[src/rtl/pstmr_pkg.sv]
package pstmr_pkg;

    localparam int PRE_W     = 2;
    localparam int PHASE_W   = (1 << PRE_W) - 1;

    typedef enum logic [1:0] {
        SRC_HALT     = 2'b00,
        SRC_SYSDIV   = 2'b01,
        SRC_PIN      = 2'b10,
        SRC_HALT_ALT = 2'b11
    } src_sel_e;

    typedef struct packed {
        logic word_wrap;
        logic byte_wrap;
    } wrap_t;

    function automatic logic [PHASE_W-1:0] phase_limit(input logic [PRE_W-1:0] p);
        logic [PHASE_W:0] one_hot;
        one_hot = (PHASE_W+1)'(1) << p;
        return PHASE_W'(one_hot - 1'b1);
    endfunction

endpackage

[src/rtl/pstmr_tick_src.sv]
module pstmr_tick_src
    import pstmr_pkg::*;
#(
    parameter int DIV_N = 6
) (
    input  logic     clk,
    input  logic     rst,
    input  src_sel_e src,
    input  logic     ext_pin,
    output logic     raw_tick
);
    localparam int DIV_W = (DIV_N > 1) ? $clog2(DIV_N) : 1;

    logic [DIV_W-1:0] div_cnt;
    logic             div_hit;
    logic [2:0]       pin_sh;
    logic             pin_rise;

    assign div_hit = (div_cnt == DIV_W'(DIV_N - 1));

    always_ff @(posedge clk) begin
        if (rst || src != SRC_SYSDIV) begin
            div_cnt <= '0;
        end else if (div_hit) begin
            div_cnt <= '0;
        end else begin
            div_cnt <= div_cnt + 1'b1;
        end
    end

    always_ff @(posedge clk) begin
        if (rst) begin
            pin_sh <= '0;
        end else begin
            pin_sh <= {pin_sh[1:0], ext_pin};
        end
    end

    assign pin_rise = pin_sh[1] & ~pin_sh[2];

    always_comb begin
        unique case (src)
            SRC_SYSDIV: raw_tick = div_hit;
            SRC_PIN:    raw_tick = pin_rise;
            default:    raw_tick = 1'b0;
        endcase
    end

endmodule

[src/rtl/pstmr_prescale.sv]
module pstmr_prescale
    import pstmr_pkg::*;
(
    input  logic             clk,
    input  logic             rst,
    input  logic [PRE_W-1:0] pre_sel,
    input  logic             raw_tick,
    output logic             tick
);
    logic [PRE_W-1:0]   pre_q;
    logic [PHASE_W-1:0] phase;
    logic [PHASE_W-1:0] limit;
    logic               pre_chg;
    logic               at_limit;

    assign limit    = phase_limit(pre_sel);
    assign pre_chg  = (pre_sel != pre_q);
    assign at_limit = (phase == limit);
    assign tick     = raw_tick & at_limit & ~pre_chg;

    always_ff @(posedge clk) begin
        if (rst) begin
            pre_q <= '0;
            phase <= '0;
        end else begin
            pre_q <= pre_sel;
            if (pre_chg) begin
                phase <= '0;
            end else if (raw_tick) begin
                phase <= at_limit ? '0 : phase + 1'b1;
            end
        end
    end

endmodule

[src/rtl/pstmr_count.sv]
module pstmr_count
    import pstmr_pkg::*;
#(
    parameter int CNT_W = 16,
    parameter int LOW_W = 8
) (
    input  logic             clk,
    input  logic             rst,
    input  logic             tick,
    output logic [CNT_W-1:0] count,
    output wrap_t            wrap
);
    always_comb begin
        wrap.byte_wrap = tick & (&count[LOW_W-1:0]);
        wrap.word_wrap = tick & (&count);
    end

    always_ff @(posedge clk) begin
        if (rst) begin
            count <= '0;
        end else if (tick) begin
            count <= count + 1'b1;
        end
    end

endmodule

[src/rtl/pstmr_flags.sv]
module pstmr_flags
    import pstmr_pkg::*;
(
    input  logic  clk,
    input  logic  rst,
    input  wrap_t set_ev,
    input  wrap_t clr_ev,
    input  wrap_t ien,
    output wrap_t flags,
    output logic  irq
);
    localparam int NFLAG = $bits(wrap_t);

    logic [NFLAG-1:0] set_v, clr_v, flag_v, ien_v;

    assign set_v = set_ev;
    assign clr_v = clr_ev;
    assign ien_v = ien;

    for (genvar g = 0; g < NFLAG; g++) begin : g_flag
        always_ff @(posedge clk) begin
            if (rst) begin
                flag_v[g] <= 1'b0;
            end else begin
                flag_v[g] <= set_v[g] | (flag_v[g] & ~clr_v[g]);
            end
        end
    end

    assign flags = flag_v;
    assign irq   = |(flag_v & ien_v);

endmodule

[src/rtl/dual_ovf_timer.sv]
module dual_ovf_timer
    import pstmr_pkg::*;
#(
    parameter int CNT_W = 16,
    parameter int LOW_W = 8,
    parameter int DIV_N = 6
) (
    input  logic             clk,
    input  logic             rst,
    input  logic             ext_pin,
    input  logic [1:0]       clk_mode,
    input  logic [PRE_W-1:0] pre_sel,
    input  logic             ien_byte,
    input  logic             ien_word,
    input  logic             clr_byte,
    input  logic             clr_word,
    output logic [CNT_W-1:0] count,
    output logic             flag_byte,
    output logic             flag_word,
    output logic             irq
);
    src_sel_e src;
    logic     raw_tick;
    logic     tick;
    wrap_t    wrap;
    wrap_t    clr_ev;
    wrap_t    ien;
    wrap_t    flags;

    assign src = src_sel_e'(clk_mode);

    assign clr_ev.byte_wrap = clr_byte;
    assign clr_ev.word_wrap = clr_word;
    assign ien.byte_wrap    = ien_byte;
    assign ien.word_wrap    = ien_word;

    pstmr_tick_src #(.DIV_N(DIV_N)) u_src (
        .clk      (clk),
        .rst      (rst),
        .src      (src),
        .ext_pin  (ext_pin),
        .raw_tick (raw_tick)
    );

    pstmr_prescale u_pre (
        .clk      (clk),
        .rst      (rst),
        .pre_sel  (pre_sel),
        .raw_tick (raw_tick),
        .tick     (tick)
    );

    pstmr_count #(.CNT_W(CNT_W), .LOW_W(LOW_W)) u_cnt (
        .clk   (clk),
        .rst   (rst),
        .tick  (tick),
        .count (count),
        .wrap  (wrap)
    );

    pstmr_flags u_flg (
        .clk    (clk),
        .rst    (rst),
        .set_ev (wrap),
        .clr_ev (clr_ev),
        .ien    (ien),
        .flags  (flags),
        .irq    (irq)
    );

    assign flag_byte = flags.byte_wrap;
    assign flag_word = flags.word_wrap;

endmodule

[config.mk]
export PLATFORM = sky130hd
export DESIGN_NAME = dual_ovf_timer
export DESIGN_NICKNAME = d
export VERILOG_FILES = /design/src/rtl/pstmr_pkg.sv /design/src/rtl/pstmr_tick_src.sv /design/src/rtl/pstmr_prescale.sv /design/src/rtl/pstmr_count.sv /design/src/rtl/pstmr_flags.sv /design/src/rtl/dual_ovf_timer.sv
export SDC_FILE = /design/constraint.sdc
export NUM_CORES = 1
export LEC_CHECK = 0
export CAP_MARGIN = 20
export CELL_PAD_IN_SITES_DETAIL_PLACEMENT = 1
export CELL_PAD_IN_SITES_GLOBAL_PLACEMENT = 1
export CORE_MARGIN = 2
export CORE_UTILIZATION = 35
export DETAILED_ROUTE_END_ITERATION = 12
export HOLD_SLACK_MARGIN = 0.1
export PLACE_DENSITY = 0.79
export SLEW_MARGIN = 25
export SYNTH_ARGS = -nofsm -noshare
export SYNTH_HDL_FRONTEND = slang
export SYNTH_SLANG_ARGS = --single-unit
[constraint.sdc]
create_clock -name clk -period 2.8 [get_ports clk]
set_clock_uncertainty 0.2 [all_clocks]
set_input_delay 0.7 -clock clk [delete_from_list [all_inputs] [get_ports clk]]
set_output_delay 0.7 -clock clk [all_outputs]
set_load 0.1 [all_outputs]
==> reports/results.txt, run 1 <==
CP top delay family = buffers and inverters
FF-to-FF End = u_cnt.count[12]
Ys Warns = 0
Antenna-violating nets left = 0
CTS Sinks = 29
Critical path origin = clk_mode[0]
Reg2reg setup slack = 0.37 ns
Clock H-tree levels = 2
Fmax = 367.4 MHz
Peak fanout along the critical path = 7
DRC violations left = 0
Worst-margin pin slew = 0.5072 ns
Crit share post-route = 97.20%
Sequential-to-total area share from yosys stat = 40.59%
Site row count = 23
Hold WC Path Type = reg2reg
Wirelength per Cell = 16.39 um
Synthesized area = 1430 um2
Critical path depth = 8
P&R area growth vs syn = 42.34%
Max VDD drop = 233.4 uV
CP Buf/Inv Count = 2
Syn nets = 175
Final wirelength = 4.310 mm
Iter 0 DRT Violations = 64
Longest Clk Path Bufs = 2
Leakage = 0.7643 nW
Total core area = 3971 um2
Initial antenna violation count = 0
MaxCap Viol Count = 0
Via Count = 1418
Worst r2r path cells = 6
Unique masters post-synth = 34
Setup TNS = 0 ns
Number of global-route vias before repair = 1415
FF+latch count, synth = 29
Clk_lat worst skew = 0.28 ns
Layout fillers = 464
Outcome = complete, no violations
Data required, critical path = 2.83 ns
CP endpoint = u_cnt.count[12]
Pre-Repair DR Iteration Count = 4
Final Wtd Congestion = 0.8514
PwrDens = 404.7 nW/um2
All-Layer GR Usage = 19.78%
TritonCTS clock tree = yes
Synthesized area per cell = 9.051 um2
Die height = 67.92 um
Mapped Cells = 158
Vias per inst = 5.392
Largest net degree at the start of global routing = 16
Ant. Diodes = 0
Final #Nets = 229
Slew Viols, Final = 0
Worst slew margin = 66.04%
Final core utilization = 51.26%
Arrival time at the worst endpoint = 2.75 ns
First-pass GRT wire length = 6.755 mm
IO Pins = 30
Starting Density = 36.01%
CP peak stage delay = 0.49 ns
Port buffer count = 29
Final Hold Fails = 0
Ratio of cells with drive above 1 in the final layout = 29.58%
Cell at the slowest stage of the critical path = clkdlybuf4s50_1
CTS hold repair buffers = 0
DP HPWL = 3.044 mm
Critical path class = in2reg
CP cell instances = clkdlybuf4s50_1 -> ha_2 -> nand3_2 -> a21oi_4 -> o211ai_1 -> buf_4 -> or4_1 -> nand2_1
Grt total ovfl = 0
CP Capture Type = flip-flop
Number of buffers created by CTS = 5
Startpoint types = primary input
Final setup vio count = 0
Clock transition at the registers of the reported paths = 0.06 ns
Minimum clock period after layout = 2.722 ns
Total power = 0.8239 mW
Reg-to-Reg Start = u_pre.phase[2]
Die X = 67.92 um
Die Area = 4613 um2
Clk root buf = clkbuf_8
cells in the final DEF (no fill, tap or decap), types with 3 or more instances in the layout:
master	n
nor2b_1	8
nand4_1	4
nand3_1	5
nand3b_1	5
or4_1	8
o31ai_1	4
xor2_1	4
nand2_1	7
clkbuf_8	5
or3_1	8
clkdlybuf4s50_1	7
mux2i_1	3
nor2_1	11
inv_1	7
o21ai_0	11
a21oi_1	11
ha_1	4
buf_4	42
dfxtp_1	29
power by group:
part           switching (mW)  internal, mW
Clock                   0.166         0.172
Sequential            0.00287         0.417
Combinational          0.0316        0.0346
sequential cells by signal, indices dropped and copies added (netlist names):
signal / flops
u_cnt.count: 16
u_pre.phase: 3
u_src.div_cnt: 3
u_src.pin_sh: 3
u_flg.flags: 2
u_pre.pre_q: 2
synthesized netlist by cell type:
cell       number  share of area (%)
xor2_1          4                2.4
a21oi_1        12                4.2
mux2i_4         1                1.6
o21ba_2         1               0.70
or4_1           8                4.2
nand3_1         6                2.1
o31ai_1         4                2.1
o21ai_0        11                3.8
xnor2_2         1                1.1
or4_4           1               0.79
mux2_2          1               0.79
nor3_1          1               0.35
buf_2           2               0.70
ha_1            6                5.2
mux2i_1         3                2.1
nor2b_1         8                3.5
or3b_1          1               0.61
nand2b_1        2               0.87
o2111ai_2       1                1.0
nor4_1          1               0.44
a21oi_2         2                1.2
nand3b_1        5                2.6
o211ai_1        2                1.0
a22o_1          1               0.61
buf_6           1               0.79
nor3b_1         1               0.53
or3_1           8                3.5
inv_1           7                1.8
nor2_1         11                2.9
dfxtp_1        29                 41
clkbuf_1        3               0.79
nand4_1         4                1.7
nand2_1         7                1.8
xnor2_1         2                1.2
repair_timing:
item | in CTS | in global routing
buffers inserted | 0 | 4
setup endpoints to repair | 10 | 7
gates resized for setup | 5 | 6
pin swaps | 3 | 2
area by class of cell:
cell class	count	area, um2	share of cell area (%)
multi-input cells	116	848.3	41.67
flip-flops and latches	29	580.6	28.52
repair buffers	53	435.4	21.39
clock buffers	6	72.57	3.565
well taps	50	62.56	3.073
inverters	7	26.28	1.291
clock inverters	2	10.01	0.4917
how the worst min path moves through the flow:
stage	start	end	slack, ns	depth (start not counted)
2_1_floorplan	u_src.pin_sh[0]	u_src.pin_sh[1]	0.21	1
3_3_place_gp	u_src.pin_sh[0]	u_src.pin_sh[1]	0.22	1
3_5_place_dp	u_src.pin_sh[0]	u_src.pin_sh[1]	0.23	1
4_1_cts	u_src.pin_sh[0]	u_src.pin_sh[1]	0.25	1
5_1_grt	u_src.pin_sh[0]	u_src.pin_sh[1]	0.27	1
6_report	u_src.pin_sh[0]	u_src.pin_sh[1]	0.24	1
per-stage QoR:
stage	area, um2	instances	setup slack (ns)	hold slack, ns
2_1_floorplan	1430	158	0.06227	0.2138
3_3_place_gp	1866	251	-0.2653	0.2181
3_5_place_dp	1866	251	-0.3847	0.2304
4_1_cts	1972	259	0.02397	0.2456
5_1_grt	2036	263	-0.0008520	0.2688
6_report	2036	263	0.07834	0.2392
kinds of logic after synthesis:
group | count (synthesis) | synth area share (%)
adders and majority gates | 6 | 5.249
muxes | 5 | 4.462
buffers and inverters | 13 | 4.112
DFF | 29 | 40.60
AOI/OAI and AO/OA | 34 | 14.79
xor gates and xnor gates | 7 | 4.812
and+or+nand+nor | 64 | 25.99
routing by layer:
layer	GRT usage, %	routed length (um)
met3	5.099	180
met2	36.65	2345
met4	7.250	58
met5	0	0
met1	21.41	1725
Note: power is estimated with default switching activity, not from simulation.
==> run 2: changes to the inputs <==
--- a/config.mk
+++ b/config.mk
@@ -8,8 +8,10 @@
 export CAP_MARGIN = 20
 export CELL_PAD_IN_SITES_DETAIL_PLACEMENT = 1
 export CELL_PAD_IN_SITES_GLOBAL_PLACEMENT = 1
+export CORE_ASPECT_RATIO = 1.5
 export CORE_MARGIN = 2
 export CORE_UTILIZATION = 35
+export CTS_CLUSTER_DIAMETER = 150
 export DETAILED_ROUTE_END_ITERATION = 12
 export HOLD_SLACK_MARGIN = 0.1
 export PLACE_DENSITY = 0.79
==> run 2 against run 1 <==
  * First-iteration DRC count fell by 75%
  * Total power rose by 0.18%
  * Largest power group unchanged
  * Critical endpoint is now u_cnt.count[4]
  * Global-route usage fell by 0.48 points
  * Highest routed layer unchanged
==> reports/results.txt, run 2 (same netlist as run 1, synthesis figures left out) <==
Outcome = complete, no violations
Clk root buf = clkbuf_8
Die height = 82.29 um (+21%)
Reg2reg setup slack = 0.45 ns (+0.08 ns)
Vias per inst = 5.372 (-0.36%)
Sequential share of power = 50.9% (about the same)
Total power = 0.8254 mW (+0.18%)
Endpoint, Worst Hold = u_src.pin_sh[1]
Final wirelength = 4.206 mm (-2.4%)
Ratio of cells with drive above 1 in the final layout = 31.46% (+1.9 points)
Hold_sp = u_src.pin_sh[0]
Clk_lat worst skew = 0.28 ns (about the same)
Largest net degree at the start of global routing = 12 (-4)
Hold WC Path Type = reg2reg
Crit share post-route = 96.88% (-0.33 points)
P&R area growth vs syn = 44.01%
Reg-to-Reg Start = u_pre.phase[1]
Iter 0 DRT Violations = 16 (-75%)
Leakage = 0.7712 nW (+0.90%)
Longest Clk Path Bufs = 2 (unchanged)
First-pass GRT wire length = 6.672 mm (-1.2%)
Most frequent cells in the layout = 42 x buf_4, 29 x dfxtp_1, 11 x o21ai_0, 11 x nor2_1, 10 x a21oi_1
Initial antenna violation count = 0 (unchanged)
Slew Viols, Final = 0 (unchanged)
Ant. Diodes = 0 (unchanged)
Comb power frac = 8.6% (+0.6 points)
DP HPWL = 2.998 mm (-1.5%)
IO Pins = 30 (unchanged)
Grt total ovfl = 0 (unchanged)
Final setup vio count = 0 (unchanged)
MaxCap Viol Count = 0 (unchanged)
Top reg by flops = u_cnt.count
Wirelength per Cell = 16.30 um (-0.52%)
Pre-Repair DR Iteration Count = 4 (unchanged)
Final core utilization = 52.49% (+1.2 points)
CTS Sinks = 29 (unchanged)
Data required, critical path = 2.82 ns (about the same)
Internal power = 0.6273 mW (+0.68%)
Via Count = 1386 (-2.3%)
Die X = 56.19 um (-17%)
Fmax = 368.7 MHz (+0.34%)
Fin area = 2059 um2 (+1.2%)
Peak fanout along the critical path = 6 (-1)
All-Layer GR Usage = 19.30% (-0.48 points)
Arrival time at the worst endpoint = 2.73 ns (-0.02 ns)
Max reg flops = 16 (unchanged)
Antenna-violating nets left = 0 (unchanged)
WHS = 0.2446 ns (+0.005426 ns)
Startpoint types = primary input
Clk pwr share = 40.5% (-0.6 points)
Critical path class = in2reg
Clock transition at the registers of the reported paths = 0.06 ns (about the same)
PwrDens = 400.8 nW/um2 (-0.97%)
Worst r2r path cells = 6 (unchanged)
Minimum clock period after layout = 2.713 ns (-0.009145 ns)
P_sw = 0.1981 mW (-1.4%)
CP Capture Type = flip-flop
Sw frac = 24.01% (-0.38 points)
Commonest non-fill, non-tap cell in the layout = buf_4
Max VDD drop = 391.2 uV (+68%)
Site row count = 28 (+22%)
Clock H-tree levels = 2 (unchanged)
DRC violations left = 0 (unchanged)
Final Hold Fails = 0 (unchanged)
Die Area = 4624 um2 (+0.23%)
Starting Density = 36.45% (+0.44 points)
Worst-margin pin slew = 0.4406 ns (-0.06655 ns)
Worst slew margin = 70.50% (+4.5 points)
FF-to-FF End = u_cnt.count[4]
Layout fillers = 468 (+0.86%)
Number of global-route vias before repair = 1448 (+2.3%)
Final Wtd Congestion = 0.7688 (-9.7%)
Hold Path Depth = 1 (unchanged)
Total core area = 3924 um2 (-1.2%)
Port buffer count = 29 (unchanged)
TritonCTS clock tree = yes
Final #Nets = 229 (unchanged)
Number of buffers created by CTS = 5 (unchanged)
Placement Cell Area = 1874 um2 (+0.47%)
CTS hold repair buffers = 0 (unchanged)
run 2: what timing repair did:
action / in CTS / in global routing
setup endpoints to repair: 8 / 13
gates resized for setup: 5 / 10
buffers inserted: 1 / 1
pin swaps: 1 / 3
run 2: final cells by class:
cell class	instances	area [um2]	area share, %
Multi-Input combinational cell	116	877.1	42.59
Sequential cell	29	580.6	28.19
Timing Repair Buffer	53	436.7	21.20
Clock buffer	6	72.57	3.524
Tap cell	45	56.30	2.734
Inverter	7	26.28	1.276
Clock inverter	2	10.01	0.4860
run 2: worst max path at each step:
stage	startpoint	endpoint	slack, ns
floorplan	u_flg.flags[0]	irq	0.06
global placement	pre_sel[0]	u_cnt.count[11]	-0.28
detailed placement	pre_sel[1]	u_cnt.count[7]	-0.33
CTS	pre_sel[0]	u_cnt.count[4]	0.001
global route	clk_mode[1]	u_cnt.count[4]	-0.02
finish	clk_mode[1]	u_cnt.count[4]	0.09
run 2: worst max-delay path, stage by stage:
cell and delay [ns]:
clkdlybuf4s50_1 0.47, inv_1 0.09, ha_1 0.18, nand3_2 0.09, a21oi_4 0.21, o211ai_1 0.23
buf_4 0.22, or3_1 0.37, a21oi_2 0.16
run 2: routing by layer:
layer,part of all wire [%],global-route usage (%),vias to the layer above
met5,0,0,-
met4,2.4,11.19,0
met3,3.1,4.361,7
met2,58,38.24,23
met1,36,17.87,677
li1,-,-,679
run 2: power groups by stage:
stage | registers, mW | logic (mW) | clock network, mW
finish | 0.420 | 0.0713 | 0.334
global route | 0.420 | 0.0770 | 0.362
CTS | 0.419 | 0.0641 | 0.347
detailed placement | 0.429 | 0.0608 | 0
global placement | 0.428 | 0.0576 | 0
floorplan | 0.428 | 0.0301 | 0
run 2: metrics by stage:
step	TNS (ns)	std cells	setup slack (ns)
final	0	258	0.08748
after global routing	-0.03237	258	-0.02277
after CTS	0	257	0.001295
after detailed placement	-3.992	248	-0.3276
after global placement	-3.205	248	-0.2793
after floorplan	0	158	0.06227
==> run 3: changes to the inputs <==
--- a/config.mk
+++ b/config.mk
@@ -11,7 +11,6 @@
 export CORE_ASPECT_RATIO = 1.5
 export CORE_MARGIN = 2
 export CORE_UTILIZATION = 35
-export CTS_CLUSTER_DIAMETER = 150
 export DETAILED_ROUTE_END_ITERATION = 12
 export HOLD_SLACK_MARGIN = 0.1
 export PLACE_DENSITY = 0.79
==> results of run 3 <==
Final layout, timing and power as in run 2 (identical DEF).
